<file path="src/rtl/tx_slip_pkg.sv">
package tx_slip_pkg;
  // Direction code reported on slip_dir
  typedef enum logic {
    SLIP_REPEAT = 1'b0,
    SLIP_SKIP   = 1'b1
  } slip_dir_e;
endpackage

</file>
<file path="src/rtl/tx_slip_ram.sv">
// Simple dual-port store, read-first, registered read port (block RAM style).
module tx_slip_ram #(
  parameter int DATA_W = 8,
  parameter int ADDR_W = 6
) (
  input  logic              clk,
  input  logic              we,
  input  logic [ADDR_W-1:0] waddr,
  input  logic [DATA_W-1:0] wdata,
  input  logic              re,
  input  logic [ADDR_W-1:0] raddr,
  output logic [DATA_W-1:0] rdata
);
  localparam int DEPTH = 1 << ADDR_W;

  logic [DATA_W-1:0] store [DEPTH];

  always_ff @(posedge clk) begin
    if (we) store[waddr] <= wdata;
    if (re) rdata <= store[raddr];
  end
endmodule

</file>
<file path="src/rtl/tx_slip_wr_ptr.sv">
// Backplane write slot counter over a two-frame ring.
module tx_slip_wr_ptr #(
  parameter int ADDR_W = 6
) (
  input  logic              clk,
  input  logic              rst,
  input  logic              wr_stb,
  output logic [ADDR_W-1:0] wpos
);
  localparam int DEPTH = 1 << ADDR_W;
  localparam logic [ADDR_W-1:0] LAST = ADDR_W'(DEPTH - 1);

  always_ff @(posedge clk) begin
    if (rst)         wpos <= '0;
    else if (wr_stb) wpos <= (wpos == LAST) ? '0 : wpos + ADDR_W'(1);
  end
endmodule

</file>
<file path="src/rtl/tx_slip_rd_ctl.sv">
// Line-side timeslot sequencer with frame-boundary slip decision.
module tx_slip_rd_ctl #(
  parameter int CH_PER_FRAME  = 32,
  parameter int TS_PER_FRAME  = 24,
  parameter int MIN_MARGIN_CH = 1,
  parameter int MAX_DELAY_CH  = 56
) (
  input  logic                                clk,
  input  logic                                rst,
  input  logic                                rd_stb,
  input  logic                                ima_mode,
  input  logic [$clog2(CH_PER_FRAME):0]       wpos,
  output logic [$clog2(CH_PER_FRAME):0]       raddr,
  output logic                                slip_ev,
  output tx_slip_pkg::slip_dir_e              slip_kind
);
  localparam int CH_W   = $clog2(CH_PER_FRAME);
  localparam int ADDR_W = CH_W + 1;
  localparam int TS_W   = $clog2(TS_PER_FRAME);
  localparam logic [TS_W-1:0]   TS_LAST = TS_W'(TS_PER_FRAME - 1);
  localparam logic [ADDR_W-1:0] MIN_L   = ADDR_W'(MIN_MARGIN_CH);
  localparam logic [ADDR_W-1:0] MAX_L   = ADDR_W'(MAX_DELAY_CH);

  logic            rd_frame;
  logic [TS_W-1:0] rd_ts;
  logic            frame_end;
  logic [ADDR_W-1:0] next_start;
  logic [ADDR_W-1:0] lead;
  logic            too_close;
  logic            too_long;

  // Timeslot n is carried in backplane channel n (channel 0 unused)
  assign raddr      = {rd_frame, CH_W'(rd_ts) + CH_W'(1)};
  assign frame_end  = rd_stb && (rd_ts == TS_LAST);
  assign next_start = {~rd_frame, CH_W'(1)};
  assign lead       = wpos - next_start;
  assign too_close  = (lead <= MIN_L);
  assign too_long   = (lead > MAX_L);
  assign slip_ev    = frame_end && !ima_mode && (too_close || too_long);
  assign slip_kind  = too_long ? tx_slip_pkg::SLIP_SKIP : tx_slip_pkg::SLIP_REPEAT;

  always_ff @(posedge clk) begin
    if (rst) begin
      rd_frame <= 1'b0;
      rd_ts    <= '0;
    end else if (rd_stb) begin
      rd_ts <= frame_end ? '0 : rd_ts + TS_W'(1);
      // In a two-frame ring both skip and repeat hold the frame index
      if (frame_end && !slip_ev) rd_frame <= ~rd_frame;
    end
  end
endmodule

</file>
<file path="src/rtl/tx_slip_buffer.sv">
module tx_slip_buffer #(
  parameter int DATA_W        = 8,
  parameter int CH_PER_FRAME  = 32,
  parameter int TS_PER_FRAME  = 24,
  parameter int MIN_MARGIN_CH = 1,
  parameter int MAX_DELAY_CH  = 56
) (
  input  logic              clk,
  input  logic              rst,
  input  logic              ima_mode,
  input  logic              irq_mask,
  input  logic              wr_stb,
  input  logic [DATA_W-1:0] wr_data,
  input  logic              rd_stb,
  output logic [DATA_W-1:0] rd_data,
  output logic              rd_valid,
  output logic              slip_tgl,
  output logic              slip_dir,
  output logic              slip_irq
);
  localparam int ADDR_W = $clog2(CH_PER_FRAME) + 1;

  logic [ADDR_W-1:0]       wpos;
  logic [ADDR_W-1:0]       raddr;
  logic                    slip_ev;
  tx_slip_pkg::slip_dir_e  slip_kind;

  tx_slip_wr_ptr #(.ADDR_W(ADDR_W)) wr_ptr_i (
    .clk    (clk),
    .rst    (rst),
    .wr_stb (wr_stb),
    .wpos   (wpos)
  );

  tx_slip_rd_ctl #(
    .CH_PER_FRAME  (CH_PER_FRAME),
    .TS_PER_FRAME  (TS_PER_FRAME),
    .MIN_MARGIN_CH (MIN_MARGIN_CH),
    .MAX_DELAY_CH  (MAX_DELAY_CH)
  ) rd_ctl_i (
    .clk       (clk),
    .rst       (rst),
    .rd_stb    (rd_stb),
    .ima_mode  (ima_mode),
    .wpos      (wpos),
    .raddr     (raddr),
    .slip_ev   (slip_ev),
    .slip_kind (slip_kind)
  );

  tx_slip_ram #(.DATA_W(DATA_W), .ADDR_W(ADDR_W)) ram_i (
    .clk   (clk),
    .we    (wr_stb),
    .waddr (wpos),
    .wdata (wr_data),
    .re    (rd_stb),
    .raddr (raddr),
    .rdata (rd_data)
  );

  always_ff @(posedge clk) begin
    if (rst) begin
      rd_valid <= 1'b0;
      slip_tgl <= 1'b0;
      slip_dir <= 1'b0;
      slip_irq <= 1'b0;
    end else begin
      rd_valid <= rd_stb;
      slip_irq <= slip_ev && !irq_mask;
      if (slip_ev) begin
        slip_tgl <= ~slip_tgl;
        slip_dir <= slip_kind;
      end
    end
  end
endmodule

</file>
<file path="config.mk">
export PLATFORM = sky130hd
export DESIGN_NAME = tx_slip_buffer
export DESIGN_NICKNAME = d
export VERILOG_FILES = /design/src/rtl/tx_slip_pkg.sv /design/src/rtl/tx_slip_ram.sv /design/src/rtl/tx_slip_wr_ptr.sv /design/src/rtl/tx_slip_rd_ctl.sv /design/src/rtl/tx_slip_buffer.sv
export SDC_FILE = /design/constraint.sdc
export NUM_CORES = 1
export LEC_CHECK = 0
export BUFFER_PORTS_ARGS = -buffer_cell sky130_fd_sc_hd__buf_2
export CAP_MARGIN = 20
export CORE_MARGIN = 2
export CORE_UTILIZATION = 40
export DETAILED_ROUTE_END_ITERATION = 7
export SYNTH_ARGS = -nofsm -noshare
export SYNTH_HDL_FRONTEND = slang
export SYNTH_SLANG_ARGS = --single-unit
export TNS_END_PERCENT = 30
</file>
<file path="constraint.sdc">
create_clock -name clk -period 2.95 [get_ports clk]
set_clock_uncertainty 0.2 [all_clocks]
set_input_delay 0.59 -clock clk [delete_from_list [all_inputs] [get_ports clk]]
set_output_delay 0.59 -clock clk [all_outputs]
set_load 0.01 [all_outputs]
</file>
=== Word level (Yosys, flattened, before mapping) ===
Memory sizes are Yosys's and may differ from the RTL's. A register that Yosys moved wholly into a read port is not among the register bits.
Cells that the tools add are included.

* Memories: 1
* Bits in registers: 16
* Logic and storage cells: 32
* Input bits: 14
* Bits in writable memories: 512

{| class="wikitable"
|+ Memories
! memory !! words !! width !! read ports !! clocked after Yosys merged registers in !! write ports !! RTL line !! text
|-
| ram_i.store || 64 || 8 || 1 || 1 || 1 || tx_slip_ram.sv:16 || <nowiki>logic [DATA_W-1:0] store [DEPTH];</nowiki>
|}

* Reduce and logical (&&, ||, !) cells: 10
* Mux-type cells: 5
* Add/sub/neg operators: 3
* Bitwise operators: 2
* $lt $le $gt $ge: 2
* Eq/ne operators: 2

{| class="wikitable"
|+ Operator list
! kind !! number
|-
| adder 6 x 1 -> 6 bit (second input constant) || 1
|-
| == test 6 bit (second input constant) || 1
|-
| > comparator 6 bit (second input constant) || 1
|-
| <= comparator 6 x 1 -> 1 bit (second input constant) || 1
|-
| 2-to-1 mux 6 bit || 1
|-
| subtractor 6 bit || 1
|-
| adder 5 x 1 -> 5 bit (second input constant) || 1
|-
| == test 5 bit (second input constant) || 1
|-
| logical AND 1 bit || 5
|-
| 2-to-1 mux 5 bit || 1
|-
| logical NOT 1 bit || 3
|-
| 2-to-1 mux 1 bit || 3
|-
| inverter 1 bit || 2
|-
| AND reduction 2 bit || 1
|-
| logical OR 1 bit || 1
|}

=== Longest topological paths before layout ===
* Depth in word-level cells: 8
* Gate-level depth with buffers: 9

=== Hierarchy ===
A second synthesis with hierarchy kept.

* Cell total of the unflattened synthesis: 1025
* Area total of the unflattened synthesis: 21025.2 sq um

{| class="wikitable"
|+ By module, submodules not included
! module !! cells an instance !! times used !! area each (sq um)
|-
| tx_slip_ram || 940 || 1 || 20246.9
|-
| tx_slip_rd_ctl || 44 || 1 || 375.4
|-
| tx_slip_wr_ptr || 31 || 1 || 277.8
|-
| tx_slip_buffer || 10 || 1 || 125.1
|}

=== Worst setup path after synthesis ===
OpenSTA, ideal clock, no wires.

* Kind: register to register
* Start: register rd_ctl_i.rd_ts[1]
* End: register ram_i.rdata[2], read port of ram_i.store, data pin
* Required time: 2.488 ns
* Stages on the path, launching flop included: 8
* Library setup time: 0.262 ns
* Data arrival time: 2.186 ns
* Period minus slack after synthesis: 2.648 ns
* Slack: 0.302 ns
* Cells stage by stage: dfxtp_1 ha_1 buf_2 clkbuf_1 mux4_2 mux4_2 a211oi_1 a21oi_1

* Longest elaborated chain between the ends: 1

{| class="wikitable"
|+ RTL lines
! what !! RTL line !! text
|-
| start: declaration || tx_slip_rd_ctl.sv:25 || <nowiki>logic [TS_W-1:0] rd_ts;</nowiki>
|-
| start signal: assignment || tx_slip_rd_ctl.sv:47 || <nowiki>rd_ts <= frame_end ? '0 : rd_ts + TS_W'(1);</nowiki>
|-
| adder 5 x 1 -> 5 bit || tx_slip_rd_ctl.sv:33 || <nowiki>assign raddr = {rd_frame, CH_W'(rd_ts) + CH_W'(1)};</nowiki>
|-
| end: declaration || tx_slip_ram.sv:12 || <nowiki>output logic [DATA_W-1:0] rdata</nowiki>
|}

No other way between the ends.
A chain may end at the register's enable or synchronous reset.

=== Final worst setup path ===
* Start: register rd_ctl_i.rd_ts[1]
* End: register ram_i.rdata[7], read port of ram_i.store, data pin

Same word-level chain as after synthesis.

==> flow_metrics.py <==
metrics = {
    "clock_network": {
        "cts_tree": "done",
        "cts-root-buf": "clkbuf_16",
        "clk_pin_slew_worst_paths_ns": 0.06,
        "clk_latency_ns": 0.59,
        "cts_sinks": 536,
        "cts_buffer_depth": 3,
        "cts_made_buffers": 52,
        "cts_max_level": 2,
    },
    "route": {
        "via_count": 10600,
        "wirelength_mm": 49.1,
        "drt_iter0_drc": 969,
        "routedWlPerCell_um": 25.5,
        "postRouteAntennaNets": 0,
        "drcViolationCount": 0,
        "drt_first_pass_iters": 5,
        "viasPerCell": 5.50,
    },
    "sta": {
        "setup_viol": 0,
        "hold_viol_final": 0,
        "period_share_pct": 94.3,
        "holdWs_ns": 0.186,
        "tightest_slew_ns": 0.904,
        "drv_slew": 0,
        "grt_setup_unrepaired": "no",
        "slew_headroom_pct": 39.7,
        "max_freq_mhz": 359,
        "fin_crit_ns": 2.78,
    },
    "grt": {
        "grt_start_max_net_pins": 65,
        "track_usage_pct": 18.5,
        "met3_usage_pct": 3.33,
        "grt_pass1_wl_mm": 73.2,
        "grt_use_met1_pct": 26.2,
        "top_usage_layer": "met2",
        "antenna_found_initial": 2,
        "grt_pass1_vias": 10900,
        "grt_overflow_total": 0,
        "use_met2_pct": 29.4,
    },
    "synth": {
        "yosys-top-cells-area": "edfxtp_1 (73%), mux4_2 (15%), nor2_1 (1.7%)",
        "synth-adder-area-share_pct": 0.353,
        "syn_inst": 1050,
        "muxShareOfSynthArea_pct": 15.7,
        "avgSynthCellArea_sq_um": 20.2,
        "synth_warnings": 0,
        "yosys.area.top_type": "edfxtp_1",
        "ys_ff_latch": 536,
        "synth_fp_nets": 1070,
        "synth_top_family_by_area": "multiplexers",
        "synth_xor_area_share_pct": 0.748,
        "ys_types": 52,
        "synth_area_sq_um": 21200,
        "synth_top_area_share_pct": 73.5,
        "synth_ff_type": "edfxtp_1",
        "async_reset_ff_share_pct": 0,
        "synth-compound-area-share_pct": 1.84,
        "synthSimpleGateAreaFrac_pct": 4.73,
        "synth_edf_count": 520,
        "yosysSeqAreaShare_pct": 75.0,
    },
    "critical_path": {
        "worstPathRequired_ns": 3.09,
        "worst_ep_arrival_time_ns": 2.93,
        "crit_path_end_kind": "register",
        "reg2reg_slack_ns": 0.17,
        "rr_endpoint": "ram_i.rdata[7]$_DFFE_PP_",
        "ff2ff_path_depth": 8,
        "crit_type": "reg -> reg",
        "start_kind": "register",
        "rr_startpoint": "rd_ctl_i.rd_ts[1]$_SDFFE_PP0P_",
        "path_max_fanout": 32,
    },
    "hold_path": {
        "hp-start": "rst",
        "hp-class": "in -> reg",
        "whs_endpoint": "slip_tgl$_SDFFE_PP0P_",
        "hold_depth": 2,
    },
    "floorplan": {
        "pin_count": 26,
        "die_x_um": 234,
        "rows": 84,
        "fp.coreArea_sq_um": 52600,
        "die_height_um": 234,
        "die-area_sq_um": 55000,
        "start_util_pct": 40.4,
    },
    "power_and_ir_drop": {
        "leakage_uw": 0.00787,
        "peakVddDrop_uv": 358,
        "powerDensity_nw_per_um2": 656,
    },
    "flow_run": {
        "cap_violations": 0,
    },
    "layout": {
        "drive_above_1_share_pct": 31.0,
        "ff_latch_area_sq_um": 15900,
        "nets": 1216,
        "fin_cells": 1928,
        "area_delta_synth_final_pct": 16.7,
        "multiInputGateArea_sq_um": 5030,
        "nFillCells": 4407,
        "diodes": 0,
    },
    "placed_design": {
        "post-dp-hpwl_mm": 31.5,
        "gp_congestion": 0.814,
        "io_buffers": 25,
        "dp_cells": 1826,
    },
    "status": {
        "status": "complete, no violations",
    },
}
[per-stage QoR]
| stage | worst slack, ns | TNS (ns) | utilization, % | cell area, sq um | power (uW) |
|---|---|---|---|---|---|
| 2_1_floorplan | 0.302 | 0 | - | 21200 | 9290 |
| 3_3_place_gp | -0.132 | -0.337 | 43.8 | 23000 | 9810 |
| 3_5_place_dp | -0.167 | -0.539 | 43.8 | 23000 | 9830 |
| 4_1_cts | -0.0667 | -0.115 | 47.1 | 24700 | 16400 |
| 5_1_grt | 0.0436 | 0 | 47.2 | 24800 | 16800 |
| 6_report | 0.167 | 0 | 47.2 | 24800 | 16300 |
[Yosys cell counts (all sizes together), types with 2 or more instances]
master	count
o21ai	5
or3	4
o2111ai	2
and2	5
o311ai	6
edfxtp	520
nand3b	2
dfxtp	16
a21oi	10
o31ai	2
a211oi	6
o21bai	2
ha	6
nand3	24
a311oi	5
nor2b	7
buf	32
a2bb2oi	5
mux4	146
xnor2	7
nand4	9
o211ai	4
xor2	9
nor3	8
inv	4
nor2	95
nand2b	6
mux2i	4
or2	3
clkbuf	26
nand2	57
[critical path, stage by stage, from the launching register on]
cell and delay (ns):
dfxtp_1 0.38, ha_4 0.37, buf_12 0.24, buf_4 0.20
mux4_2 0.29, and2_1 0.16, a211oi_1 0.32, a311oi_2 0.17
a2bb2oi_1 0.19
[repair_timing]
| item | in CTS | in global routing |
|---|---|---|
| hold endpoints to repair | 1 | 0 |
| gates resized for setup | 5 | 1 |
| cloned | 0 | 1 |
| setup endpoints to repair | 6 | 4 |
| hold buffers | 1 | 0 |
| pin swaps | 0 | 1 |
| buffers inserted | 0 | 2 |
[how the worst max path moves through the flow]
stage / startpoint / to / slack [ns] / depth (start not counted)
floorplan: rd_ctl_i.rd_ts[1]$_SDFFE_PP0P_ / ram_i.rdata[2]$_DFFE_PP_ / 0.30 / 7
global placement: rd_ctl_i.rd_ts[0]$_SDFFE_PP0P_ / ram_i.rdata[1]$_DFFE_PP_ / -0.13 / 7
detailed placement: rd_ctl_i.rd_ts[0]$_SDFFE_PP0P_ / ram_i.rdata[6]$_DFFE_PP_ / -0.17 / 7
CTS: rd_ctl_i.rd_ts[0]$_SDFFE_PP0P_ / ram_i.rdata[4]$_DFFE_PP_ / -0.07 / 6
global route: rd_ctl_i.rd_ts[0]$_SDFFE_PP0P_ / ram_i.rdata[7]$_DFFE_PP_ / 0.04 / 7
finish: rd_ctl_i.rd_ts[1]$_SDFFE_PP0P_ / ram_i.rdata[7]$_DFFE_PP_ / 0.17 / 8
[kinds of logic after synthesis]
family | count (synthesis)
DFF | 536
and+or+nand+nor | 226
muxes | 151
buffers and inverters | 62
AOI/OAI and AO/OA | 53
xor gates and xnor gates | 16
adders and majority gates | 6
[state kept, by name, summed over array words and instances (netlist names)]
register / count
rd_ctl_i.rd_ts: 5
rd_valid: 1
slip_dir: 1
rd_ctl_i.rd_frame: 1
ram_i.rdata: 8
slip_irq: 1
wr_ptr_i.wpos: 6
ram_i.store: 512
slip_tgl: 1
[routing by layer]
| layer | share of wire (%) | wire [um] | vias up |
|---|---|---|---|
| met5 | 0.063 | 31 | - |
| met4 | 2.3 | 1130 | 4 |
| met3 | 6.4 | 3130 | 69 |
| met2 | 48 | 23400 | 349 |
| met1 | 44 | 21400 | 5570 |
| li1 | - | - | 4605 |
[layout by cell type (no fill, tap or decap), types with 2 or more instances in the layout]
master     instances
nand3_1           23
mux4_2           145
or2_2              3
buf_4            110
inv_1              4
nand2b_1           6
or3_1              4
a21oi_1           10
bufinv_16          5
a2bb2oi_1          5
ha_1               5
nor3_1             8
o21bai_1           2
clkinv_2          13
buf_2             25
o311ai_0           6
nand3b_1           2
a211oi_1           6
xnor2_1            4
dfxtp_1           15
o21ai_0            3
clkinv_1          14
o21ai_1            2
nand4_1            9
clkbuf_16         55
o211ai_1           4
clkbuf_1           9
o31ai_1            2
xor2_1             9
nor2b_1            7
o2111ai_1          2
and2_1             5
xnor2_2            2
nor2_1            95
edfxtp_1         520
a311oi_2           4
buf_12            12
nand2_1           57
mux2i_1            4
[final cells by class]
class	count	area share [%]
clock buffers	63	5.59
repair buffers	150	5.06
multi-input cells	452	20.3
inverters	4	0.0606
clock inverters	35	1.21
well taps	688	3.47
flip-flops and latches	536	64.3
[power breakdown]
part           total (uW)  switching, uW  internal, uW
Sequential           8420           27.3          8390
Combinational        1260            692           572
Clock                6570           2790          3780
Total               16300           3510         12700
(Power assumes the default switching activity.)
